<file path="src/rtl/mdio_bridge_pkg.sv">
package mdio_bridge_pkg;

  // Classification of one decoded management transaction.
  typedef enum logic [2:0] {
    ACC_NONE    = 3'd0,
    ACC_PAGE_WR = 3'd1,
    ACC_PAGE_RD = 3'd2,
    ACC_LO_WR   = 3'd3,
    ACC_HI_WR   = 3'd4,
    ACC_LO_RD   = 3'd5,
    ACC_HI_RD   = 3'd6,
    ACC_VOID_RD = 3'd7
  } acc_kind_e;

endpackage

</file>
<file path="src/rtl/mdio_bridge_hold.sv">
module mdio_bridge_hold #(
  parameter int W = 16
) (
  input  logic         clk,
  input  logic         rst_n,
  input  logic         en,
  input  logic [W-1:0] d,
  output logic [W-1:0] q
);

  logic [W-1:0] q_nxt;

  always_comb begin
    q_nxt = q;
    if (en) q_nxt = d;
  end

  always_ff @(posedge clk or negedge rst_n) begin
    if (!rst_n) q <= '0;
    else        q <= q_nxt;
  end

endmodule

</file>
<file path="src/rtl/mdio_bridge_decode.sv">
module mdio_bridge_decode
  import mdio_bridge_pkg::*;
#(
  parameter logic [4:0] PAGE_PHY      = 5'h1F,
  parameter logic [4:0] PAGE_REG      = 5'h10,
  parameter logic [4:0] DATA_PHY_BASE = 5'h10,
  parameter int         SEL_W         = 3
) (
  input  logic             txn_valid,
  input  logic             txn_write,
  input  logic [4:0]       txn_phy,
  input  logic [4:0]       txn_reg,
  output acc_kind_e        kind,
  output logic [SEL_W-1:0] sel,
  output logic [3:0]       pair
);

  logic is_page;
  logic is_data;

  always_comb begin
    is_page = (txn_phy == PAGE_PHY) && (txn_reg == PAGE_REG);
    is_data = (txn_phy[4:SEL_W] == DATA_PHY_BASE[4:SEL_W]);
    sel     = txn_phy[SEL_W-1:0];
    pair    = txn_reg[4:1];
    kind    = ACC_NONE;
    if (txn_valid) begin
      if (is_page) begin
        kind = txn_write ? ACC_PAGE_WR : ACC_PAGE_RD;
      end else if (is_data) begin
        case ({txn_write, txn_reg[0]})
          2'b10:   kind = ACC_LO_WR;
          2'b11:   kind = ACC_HI_WR;
          2'b00:   kind = ACC_LO_RD;
          default: kind = ACC_HI_RD;
        endcase
      end else if (!txn_write) begin
        kind = ACC_VOID_RD;
      end
    end
  end

endmodule

</file>
<file path="src/rtl/mdio_bridge_engine.sv">
module mdio_bridge_engine
  import mdio_bridge_pkg::*;
#(
  parameter int PAGE_W = 9,
  parameter int ADDR_W = 16,
  parameter int HALF_W = 16
) (
  input  logic                clk,
  input  logic                rst_n,
  input  acc_kind_e           kind,
  input  logic [ADDR_W-1:0]   acc_addr,
  input  logic [HALF_W-1:0]   txn_wdata,
  input  logic [HALF_W-1:0]   wr_hi,
  input  logic [HALF_W-1:0]   rd_hi,
  input  logic [PAGE_W-1:0]   page,
  input  logic [2*HALF_W-1:0] bus_rdata,
  output logic                bus_wr,
  output logic                bus_rd,
  output logic [ADDR_W-1:0]   bus_addr,
  output logic [2*HALF_W-1:0] bus_wdata,
  output logic                rd_valid,
  output logic [HALF_W-1:0]   rd_data,
  output logic                rd_hi_en,
  output logic [HALF_W-1:0]   rd_hi_d
);

  localparam int WORD_W = 2 * HALF_W;
  localparam int PAD_W  = HALF_W - PAGE_W;

  // Issue stage: back-end strobes and the pending local response.
  logic              bus_wr_nxt, bus_rd_nxt;
  logic [ADDR_W-1:0] bus_addr_nxt;
  logic [WORD_W-1:0] bus_wdata_nxt;
  logic              pend_q, pend_nxt;
  acc_kind_e         pend_kind_q, pend_kind_nxt;

  // Response stage.
  logic              rd_valid_nxt;
  logic [HALF_W-1:0] rd_data_nxt;

  always_comb begin
    bus_wr_nxt    = (kind == ACC_LO_WR);
    bus_rd_nxt    = (kind == ACC_LO_RD);
    bus_addr_nxt  = bus_addr;
    bus_wdata_nxt = bus_wdata;
    if (bus_wr_nxt || bus_rd_nxt) bus_addr_nxt = acc_addr;
    if (bus_wr_nxt) bus_wdata_nxt = {wr_hi, txn_wdata};
    pend_nxt      = (kind == ACC_PAGE_RD) || (kind == ACC_HI_RD) || (kind == ACC_VOID_RD);
    pend_kind_nxt = pend_kind_q;
    if (pend_nxt) pend_kind_nxt = kind;
  end

  always_ff @(posedge clk or negedge rst_n) begin
    if (!rst_n) begin
      bus_wr      <= 1'b0;
      bus_rd      <= 1'b0;
      bus_addr    <= '0;
      bus_wdata   <= '0;
      pend_q      <= 1'b0;
      pend_kind_q <= ACC_NONE;
    end else begin
      bus_wr      <= bus_wr_nxt;
      bus_rd      <= bus_rd_nxt;
      bus_addr    <= bus_addr_nxt;
      bus_wdata   <= bus_wdata_nxt;
      pend_q      <= pend_nxt;
      pend_kind_q <= pend_kind_nxt;
    end
  end

  // The local response is chosen one cycle late, so an odd read right
  // behind an even read sees the freshly captured high half.
  always_comb begin
    rd_hi_en     = bus_rd;
    rd_hi_d      = bus_rdata[WORD_W-1:HALF_W];
    rd_valid_nxt = bus_rd || pend_q;
    rd_data_nxt  = rd_data;
    if (bus_rd) begin
      rd_data_nxt = bus_rdata[HALF_W-1:0];
    end else if (pend_q) begin
      case (pend_kind_q)
        ACC_HI_RD:   rd_data_nxt = rd_hi;
        ACC_PAGE_RD: rd_data_nxt = {{PAD_W{1'b0}}, page};
        default:     rd_data_nxt = '1;
      endcase
    end
  end

  always_ff @(posedge clk or negedge rst_n) begin
    if (!rst_n) begin
      rd_valid <= 1'b0;
      rd_data  <= '0;
    end else begin
      rd_valid <= rd_valid_nxt;
      rd_data  <= rd_data_nxt;
    end
  end

endmodule

</file>
<file path="src/rtl/mdio_wide_reg_bridge.sv">
module mdio_wide_reg_bridge
  import mdio_bridge_pkg::*;
#(
  parameter int         PAGE_W        = 9,
  parameter int         SEL_W         = 3,
  parameter int         HALF_W        = 16,
  parameter logic [4:0] PAGE_PHY      = 5'h1F,
  parameter logic [4:0] PAGE_REG      = 5'h10,
  parameter logic [4:0] DATA_PHY_BASE = 5'h10
) (
  input  logic                      clk,
  input  logic                      rst_n,
  input  logic                      txn_valid,
  input  logic                      txn_write,
  input  logic [4:0]                txn_phy,
  input  logic [4:0]                txn_reg,
  input  logic [HALF_W-1:0]         txn_wdata,
  output logic                      rd_valid,
  output logic [HALF_W-1:0]         rd_data,
  output logic                      bus_wr,
  output logic                      bus_rd,
  output logic [PAGE_W+SEL_W+3:0]   bus_addr,
  output logic [2*HALF_W-1:0]       bus_wdata,
  input  logic [2*HALF_W-1:0]       bus_rdata
);

  localparam int PAIR_W = 4;
  localparam int ADDR_W = PAGE_W + SEL_W + PAIR_W;

  // Reset: asserted asynchronously, released on the clock.
  logic [1:0] rst_pipe;
  logic       rst_core_n;

  always_ff @(posedge clk or negedge rst_n) begin
    if (!rst_n) rst_pipe <= 2'b00;
    else        rst_pipe <= {rst_pipe[0], 1'b1};
  end
  assign rst_core_n = rst_pipe[1];

  acc_kind_e         kind;
  logic [SEL_W-1:0]  sel;
  logic [PAIR_W-1:0] pair;
  logic [PAGE_W-1:0] page_q;
  logic [HALF_W-1:0] wr_hi_q;
  logic [HALF_W-1:0] rd_hi_q;
  logic              rd_hi_en;
  logic [HALF_W-1:0] rd_hi_d;
  logic [ADDR_W-1:0] acc_addr;

  mdio_bridge_decode #(
    .PAGE_PHY      (PAGE_PHY),
    .PAGE_REG      (PAGE_REG),
    .DATA_PHY_BASE (DATA_PHY_BASE),
    .SEL_W         (SEL_W)
  ) i_decode (
    .txn_valid (txn_valid),
    .txn_write (txn_write),
    .txn_phy   (txn_phy),
    .txn_reg   (txn_reg),
    .kind      (kind),
    .sel       (sel),
    .pair      (pair)
  );

  assign acc_addr = {page_q, sel, pair};

  mdio_bridge_hold #(.W(PAGE_W)) i_page (
    .clk   (clk),
    .rst_n (rst_core_n),
    .en    (kind == ACC_PAGE_WR),
    .d     (txn_wdata[PAGE_W-1:0]),
    .q     (page_q)
  );

  mdio_bridge_hold #(.W(HALF_W)) i_wr_hi (
    .clk   (clk),
    .rst_n (rst_core_n),
    .en    (kind == ACC_HI_WR),
    .d     (txn_wdata),
    .q     (wr_hi_q)
  );

  mdio_bridge_hold #(.W(HALF_W)) i_rd_hi (
    .clk   (clk),
    .rst_n (rst_core_n),
    .en    (rd_hi_en),
    .d     (rd_hi_d),
    .q     (rd_hi_q)
  );

  mdio_bridge_engine #(
    .PAGE_W (PAGE_W),
    .ADDR_W (ADDR_W),
    .HALF_W (HALF_W)
  ) i_engine (
    .clk       (clk),
    .rst_n     (rst_core_n),
    .kind      (kind),
    .acc_addr  (acc_addr),
    .txn_wdata (txn_wdata),
    .wr_hi     (wr_hi_q),
    .rd_hi     (rd_hi_q),
    .page      (page_q),
    .bus_rdata (bus_rdata),
    .bus_wr    (bus_wr),
    .bus_rd    (bus_rd),
    .bus_addr  (bus_addr),
    .bus_wdata (bus_wdata),
    .rd_valid  (rd_valid),
    .rd_data   (rd_data),
    .rd_hi_en  (rd_hi_en),
    .rd_hi_d   (rd_hi_d)
  );

endmodule

</file>
<file path="config.mk">
export PLATFORM = sky130hd
export DESIGN_NAME = mdio_wide_reg_bridge
export DESIGN_NICKNAME = d
export VERILOG_FILES = /design/src/rtl/mdio_bridge_pkg.sv /design/src/rtl/mdio_bridge_hold.sv /design/src/rtl/mdio_bridge_decode.sv /design/src/rtl/mdio_bridge_engine.sv /design/src/rtl/mdio_wide_reg_bridge.sv
export SDC_FILE = /design/constraint.sdc
export NUM_CORES = 1
export LEC_CHECK = 0
export BUFFER_PORTS_ARGS = -buffer_cell sky130_fd_sc_hd__buf_4
export CORE_MARGIN = 2
export CORE_UTILIZATION = 50
export DETAILED_ROUTE_END_ITERATION = 10
export PLACE_DENSITY = 0.76
export RECOVER_POWER = 100
export SYNTH_ARGS = -nofsm -noshare
export SYNTH_HDL_FRONTEND = slang
export SYNTH_SLANG_ARGS = --single-unit
</file>
<file path="constraint.sdc">
create_clock -name clk -period 7.22 [get_ports clk]
set_input_delay 0 -clock clk [delete_from_list [all_inputs] [get_ports clk]]
set_output_delay 0 -clock clk [all_outputs]
set_load 0.1 [all_outputs]
</file>
# Yosys cells after proc, flatten, opt, wreduce, memory -nomap -nowiden
# Cells that the tools add are included.
dict set report totals {
  output_inout_bits 67
  regBits 114
}
dict set report classes {
  reduce_logical 7
  eq_ne 14
  muxes 9
}
# op count
set op_table {}
lappend op_table {{2-to-1 mux 16 bit} 2}
lappend op_table {{case mux 16 bit (2 select lines)} 1}
lappend op_table {{equality test 3 bit (second input constant)} 5}
lappend op_table {{2-to-1 mux 3 bit} 4}
lappend op_table {{equality test 5 bit (second input constant)} 2}
lappend op_table {{equality test 3 x 2 -> 1 bit (second input constant)} 3}
lappend op_table {{case mux 3 bit (3 select lines)} 1}
lappend op_table {{equality test 2 bit (second input constant)} 3}
lappend op_table {{logical OR 1 bit} 4}
lappend op_table {{equality test 3 x 1 -> 1 bit (second input constant)} 1}
lappend op_table {{zero test 2 bit} 1}
lappend op_table {{2-to-1 mux 2 bit} 1}
lappend op_table {{nonzero test 2 bit} 1}
lappend op_table {{logical AND 1 bit} 1}

# Depth between registers and ports, before layout
# Gate-level depths: netlist (run 1).
dict set report logic_depth {
  depth_word 8
  mapped_depth 7
  mapped_depth_nobuf 6
}

# Hierarchy
# Synthesis (run 1) repeated with hierarchy kept, for this count alone.
dict set report unflattened {
  hier_cells 344
  area_unflattened_um2 4918.5
}
# module area_per_inst_um2 instances cells_per_inst
set modules_own_cells {}
lappend modules_own_cells {mdio_bridge_engine 3016.6 1 229}
lappend modules_own_cells {{mdio_bridge_hold at i_rd_hi ...} 649.4 2 34}
lappend modules_own_cells {{mdio_bridge_hold at i_page} 371.6 1 19}
lappend modules_own_cells {mdio_bridge_decode 162.7 1 23}
lappend modules_own_cells {mdio_wide_reg_bridge 68.8 1 5}

# Least setup slack after synthesis (run 1)
# No wires, ideal clock.
dict set report synth_path {
  path_type {reg-to-reg}
  from {reg i_engine.bus_rd}
  to {reg i_engine.rd_data[4]}
  stages_incl_launch_ff 4
  setup_time_ns 0.135
  t_arrival_ns 1.726
  slack_ns 5.359
  n_path_buf 2
  required_ns 7.085
  path_cell_list {dfrtp_1 > buf_1 > clkbuf_1 > o21ai_0}
}
dict set report synth_via {
  elab_chain_cells 1
  elab_cells_between_ends 2
  classes_between {1 x mux; 1 x reduce/logical}
}
# element line
set synth_lines {}
lappend synth_lines {{start: declaration} mdio_bridge_engine.sv:18} ;# output logic bus_rd,
lappend synth_lines {{start signal: assignment} mdio_bridge_engine.sv:63} ;# bus_rd <= bus_rd_nxt;
lappend synth_lines {{2-to-1 mux 16 bit or nonzero test 2 bit (tied branches)} n/a}
lappend synth_lines {{end signal: assignment} mdio_bridge_engine.sv:95} ;# rd_data <= rd_data_nxt;
lappend synth_lines {{end: declaration} mdio_bridge_engine.sv:22} ;# output logic [HALF_W-1:0] rd_data,
# Several ways; a longest one is shown, not always the timed one.
# A chain may end at the register's enable or synchronous reset.

# Worst setup path after layout (run 1)
dict set report layout_path {
  from {reg i_engine.bus_rd}
  to {out bus_rd}
}
# element line
set layout_rtl {}
lappend layout_rtl {{end: declaration} mdio_wide_reg_bridge.sv:21} ;# output logic bus_rd,
# No word-level cell between the ends.

==> results of run 1 <==
[stage by stage]
step | setup slack [ns] | instance area (um^2) | util, % | hold WS [ns] | total power [mW]
after floorplan | 3.81 | 4810 | - | -0.296 | 1.63
final | 3.97 | 6580 | 70.9 | 0.00513 | 2.53
after CTS | 5.11 | 7010 | 75.5 | 0.00727 | 2.64
after global placement | 5.21 | 5850 | 63.0 | -0.218 | 1.83
after global routing | 3.74 | 6580 | 70.9 | 0.00448 | 2.62
after detailed placement | 5.14 | 5850 | 63.0 | -0.216 | 1.85
[per-layer routing]
metal  global-route usage [%]  share of wire [%]
met5                        0                  0
met4                     9.85                1.8
met3                     5.20                4.9
met2                     37.9                 52
met1                     27.0                 41
[worst max path at each step]
stage                             endpoint  slack [ns]  cells after the start
floorplan             i_engine.bus_addr[0]        3.81                      0
global placement     i_engine.bus_wdata[2]        5.21                      5
detailed placement   i_engine.bus_wdata[5]        5.14                      5
CTS                 i_engine.bus_wdata[20]        5.11                      6
global route         i_engine.bus_wdata[5]        3.74                      7
finish                              bus_rd        3.97                      2
[worst max-delay path, stage by stage (launching register included)]
cell and delay [ns]:
dfrtp_1 0.31, clkbuf_1 1.48, clkbuf_1 0.95
[area by class of cell]
cell class | count | area, um^2 | share of cell area (%)
Clock buffer | 18 | 418 | 6.35
Clock inverter | 14 | 130 | 1.98
Inverter | 3 | 11.3 | 0.171
Multi-Input combinational cell | 193 | 1690 | 25.6
Sequential cell | 114 | 2850 | 43.3
Tap cell | 129 | 161 | 2.45
Timing Repair Buffer | 191 | 1320 | 20.1
[power by group through the flow]
stage	registers (mW)	logic [mW]	clock network, mW
2_1_floorplan	1.44	0.192	0
3_3_place_gp	0.878	0.951	0
3_5_place_dp	0.886	0.961	0
4_1_cts	0.877	0.990	0.774
5_1_grt	0.894	0.924	0.803
6_report	0.874	0.895	0.762
[what timing repair did]
| item | 4_1_cts | 5_1_grt |
|---|---|---|
| setup endpoints to repair | 0 | 0 |
| resized for setup | 0 | 0 |
| endpoints found under the hold margin | 87 | 0 |
| hold buffers | 61 | 0 |
[layout by cell type, fill, tap and decap left out, drive strengths merged, types with 8 or more instances in the layout]
cell type / count
nor2: 10
dlygate4sd3: 61
buf: 59
o22ai: 11
dfrtp: 114
a21oi: 8
mux2: 98
clkbuf: 89
nand2: 12
o21ai: 12
[logic make-up after synthesis]
group	synth area share (%)
DFF	59.3
muxes	25.4
AOI/OAI and AO/OA	6.92
and+or+nand+nor	5.49
buffers and inverters	2.34
adders and majority gates	0.260
other	0.0780
xor gates and xnor gates	0.182
[registers in the layout, summed over array words and instances, names as in the netlist]
register and flops:
i_engine.pend_q 1, i_engine.bus_addr 16, i_wr_hi.q 16, i_page.q 9
i_engine.rd_valid 1, i_engine.bus_wr 1, rst_pipe 2, i_engine.rd_data 16
i_engine.bus_wdata 32, i_engine.pend_kind_q 3, i_engine.bus_rd 1, i_rd_hi.q 16
==> summary.md, run 1 <==
| Metric | Value |
|---|---|
| Io pins | 129 |
| Max Cap Viol | 3 |
| FP Rows | 35 |
| Internal cell power | about 1.4 mW |
| Net Sw Frac | ~43% |
| Vias/cell | approximately 5 |
| Die Span Y | just over 100 um |
| Top post-synthesis cells by area | dfrtp_1 59%, mux2_2 16%, mux2_4 9.1%, o22ai_1 1.3%, buf_6 1.2% |
| Max Fclk | 307 MHz |
| Startpoint types | register |
| First-pass GRT wire length | ~18 mm |
| Slew headroom | -39.1% |
| Setup Crit Path Kind | register to primary output |
| Total Routing Usage GR | 22.2% |
| Area of the die | 0.0104 mm^2 |
| Clk_lat worst skew | approximately 0.5 ns |
| RSZ-0062 raised after global routing | no |
| Leak | ~3 nW |
| Setup TNS | 0 ns |
| Vias in the first global route | 3633 |
| Sw Pwr | 1.10 mW |
| Clock Tree Root | clkbuf_8 |
| Post-synth cell types | just over 40 |
| Post-synth top area cell | dfrtp_1 |
| Die extent in x | between 100 and 150 um |
| GP Congestion | approximately 0.81 |
| Share of the synthesized area in the top cell type | 59.3% |
| Max Slew Vio Count | approximately 130 |
| # nets final | around 600 |
| Total CTS buffers | 17 |
| Yosys reg bits | around 110 |
| Slew at the pin with the worst max-slew slack | 2.09 ns |
| Buffers on Ports | between 100 and 150 |
| DR iter-0 viols | roughly 170 |
| Failing checks | capacitance limit, slew limit |
| Reg-to-Reg End | i_rd_hi.q[8] |
| Share of cells above drive strength 1 | between 30% and 40% |
| Worst Hold Endpoint | i_engine.bus_rd |
| Placed cell count | 569 |
| Final Setup Violations | 0 |
| Max Root-Sink Buffers | 2 |
| Cell Count, Final, Fillers Out | 662 |
| Cell with the most instances after synthesis | dfrtp_1 |
| Final period demand of the worst path | around 3.3 ns |
| DR vias | 3412 |
| CTS tree | yes |
| Num Clock Sinks | 114 |
| Hold/Removal Path Class | input pin to register |
| Flop pwr share | around 35% |
| Hold path cells | 3 |
| Pwr dens | approximately 380 mW/mm^2 |
| Register-to-register setup slack | 4.83 ns |
| Antenna-violating nets left | 0 |
| Yosys warning count | 0 |
| Fin. Hold Viols | 0 |
| DR pass1 iterations | 4 |
| CP Capture Type | primary output |
| Wire length per cell | ~17 um |
| Reg2Reg Depth | 2 |
| Worst-path fanout max | 50 |
| Synth Net Count | approximately 400 |
| Post-Syn Instances | between 300 and 400 |
| Fillcell total | 702 |
| Final HPWL DP | between 6 and 7 mm |
| Max rail drop VDD | roughly 0.23 mV |
| Largest net degree at the start of global routing | between 70 and 80 |
| Gate power share | between 30% and 40% |
| Cell area after synthesis | 0.00481 mm^2 |
| Top_reg_cell synth | dfrtp_1 |
| P&R area growth vs syn | 36.9% |
| Arr. time, crit path | 3.25 ns |
| Setup Fix Bufs, Post-CTS | 0 |
| Most frequent cells after synthesis | 114 x dfrtp_1, 69 x mux2_2, 29 x mux2_4 |
| Critical hold path startpoint | txn_phy[4] |
| Setup crit start | i_engine.bus_rd |
| Initial antenna violation count | 0 |
| CTS H-tree depth | 4 |
| Outcome | complete, but fails checks |
| Sequential fraction of the synthesis area | about three fifths |
| DRC viols | 0 |
| Clk pwr share | between 30% and 40% |
| Routed wire length | about 11 mm |
| FFs w/ async S/R, synth | between 90% and 100% |
| Overflow after GRT | 0 |
| CTS clk-pin slew, worst paths | around 0.050 ns |
| Crit share post-route | 45.1% |
| Core area | between 0.009 and 0.01 mm^2 |
| Reg2reg start | i_engine.bus_rd |
| Layout Skew | between 0.009 and 0.01 ns |
| WP data required | between 7 and 8 ns |
| Antenna cells | 0 |
| Mean Syn Cell Area | between 10 and 15 um^2 |
| Initial Util | approximately half |
| EDFF count, synth | 0 |
(Power assumes the default switching activity.)
==> inputs of run 2 (changes only) <==
==> constraint.sdc (replaced) <==
create_clock -name clk -period 3.1 [get_ports clk]
set_input_delay 0 -clock clk [delete_from_list [all_inputs] [get_ports clk]]
set_output_delay 0 -clock clk [all_outputs]
set_load 0.1 [all_outputs]
==> summary.md, run 2 (synthesis gave the netlist of run 1 again) <==
| Metric | Value |
|---|---|
| Outcome | complete, but fails checks |
| Failing checks | capacitance limit, slew limit |
| CTS tree | yes |
| Slew headroom | -8.42% |
| PnR worst setup slack | a little under 0.6 ns |
| GR Util met2 | about 41% |
| Most frequent cells in the layout | 113 x dfrtp_1, 69 x mux2_2, 68 x clkbuf_1 |
| Antenna-violating nets left | 0 |
| Max Cap Viol | 1 |
| GR Util met3 | a little over 6% |
| Setup TNS | 0 ns |
| Leak | between 3 and 4 nW |
| DR pass1 iterations | 6 |
| Most used routing layer | met2 |
| Final Setup Violations | 0 |
| Place WS | roughly 1 ns |
| FP Rows | 35 |
| Crit share post-route | between 80% and 90% |
| Io pins | ~130 |
| Largest net degree at the start of global routing | 76 |
| Worst-path fanout max | 50 |
| Fin. Hold Viols | 0 |
| Overflow after GRT | 0 |
| Die extent in x | roughly 100 um |
| Buffers on Ports | approximately 130 |
| Vias/cell | ~5.2 |
| Slowest-stage cell, CP | clkbuf_1 |
| Max reg flops | 32 |
| CP max stage delay | roughly 0.94 ns |
| Arr. time, crit path | roughly 2.5 ns |
| CTS clk-pin slew, worst paths | 0.06 ns |
| GP Congestion | approximately 0.76 |
| Cts hold-fix bufs | 61 |
| Critical hold path startpoint | txn_phy[4] |
| Final Hold Slack | between 0.03 and 0.04 ns |
| Clk_lat worst skew | just over 0.5 ns |
| Clock Tree Root | clkbuf_8 |
| Core area | about 0.0093 mm^2 |
| Max Root-Sink Buffers | 2 |
| Total Routing Usage GR | about a quarter |
| Area of the die | approximately 0.010 mm^2 |
| Overall power | 6.08 mW |
| Routed wire length | about 12 mm |
| Cell Count, Final, Fillers Out | between 600 and 700 |
| Reg2reg start | i_engine.pend_q |
| Placed Area | ~0.0059 mm^2 |
| Wire length per cell | 17.7 um |
| WP data required | just over 3 ns |
| Slew at the pin with the worst max-slew slack | ~1.6 ns |
| CP Capture Type | primary output |
| P&R area growth vs syn | 38.6% |
| Num Clock Sinks | approximately 110 |
| # nets final | roughly 600 |
| Max Slew Vio Count | 76 |
| DR vias | about 3400 |
| Crit-path cells | clkbuf_2 > clkbuf_1 |
| Final HPWL DP | 7.10 mm |
| Max rail drop VDD | 0.625 mV |
| Critical path's top delay family | buffers and inverters |
| Commonest non-fill, non-tap cell in the layout | dfrtp_1 |
| Setup Crit Path Kind | register to primary output |
| Setup crit start | i_engine.bus_rd |
| Layout Skew | 0.0169 ns |
| Max Fclk | approximately 400 MHz |
| Biggest register | i_engine.bus_wdata |
| M1 GR Usage | between 20 and 30% |
| RSZ-0062 raised after global routing | no |
| DRC viols | 0 |
| Vias in the first global route | around 3700 |
| Final period demand of the worst path | about 2.5 ns |
| # resized after CTS | 0 |
| Fillcell total | approximately 680 |
| Share of cells above drive strength 1 | around 32% |
| CP bufs+invs | 2 |
| Design area | approximately 0.0067 mm^2 |
| Antenna cells | 0 |
| First-pass GRT wire length | 18.5 mm |
| Hold/Removal Path Class | input pin to register |
| CTS H-tree depth | 4 |
| Total CTS buffers | 17 |
| Die Span Y | 102 um |
| Placed cell count | between 500 and 600 |
| Fin util | 71.8% |
| Pwr dens | 912 mW/mm^2 |
| Setup Fix Bufs, Post-CTS | 0 |
| Startpoint types | register |
| Initial antenna violation count | 0 |
| DR iter-0 viols | 110 |
| Initial Util | about half |
## run 2: changes by cell type in the layout (fill, tap and decap cells not counted), sizes merged
cell	before	now
inv	7	11
clkinv	7	3
buf	59	60
clkinvlp	2	1
bufinv	1	2
## run 2: cell type report
type / count / area (um^2) / share of cell area, %
clock buffers: 18 / 428 / 6.42
clock inverters: 14 / 166 / 2.50
inverters: 3 / 11.3 / 0.169
multi-input cells: 193 / 1710 / 25.6
flip-flops and latches: 114 / 2850 / 42.8
well taps: 129 / 161 / 2.42
repair buffers: 192 / 1340 / 20.0
## run 2: worst reg2reg max path, cell delays in order, from the launching register on
cell and delay (ns):
dfrtp_1 0.85, nand3b_1 0.47, o22ai_1 0.28, o21ai_0 0.10
## run 2: layer usage
layer / share of wire (%) / wire (um) / vias to the layer above
li1: - / - / 1566
met1: 40 / 4660 / 1713
met2: 54 / 6300 / 120
met3: 4.7 / 548 / 22
met4: 2.1 / 247 / 0
met5: 0 / 0 / -
## run 2: power by group
| part | switching [mW] | internal (mW) | total [mW] |
|---|---|---|---|
| Sequential | 0.229 | 1.82 | 2.05 |
| Clock | 0.745 | 1.19 | 1.94 |
| Combinational | 1.65 | 0.446 | 2.09 |
## run 2: worst paths after layout
kind | cells past startpoint | endpoint | slack, ns
min in group asynchronous | 3 | rst_pipe[0] | 0.35
worst min register to register | 0 | rst_pipe[1] | 0.35
worst min-delay path | 3 | i_engine.bus_rd | 0.03
worst max-delay path | 2 | bus_rd | 0.59
worst max register to register | 3 | i_engine.rd_data[4] | 1.24
max in group asynchronous | 1 | i_engine.bus_wdata[1] | 1.31
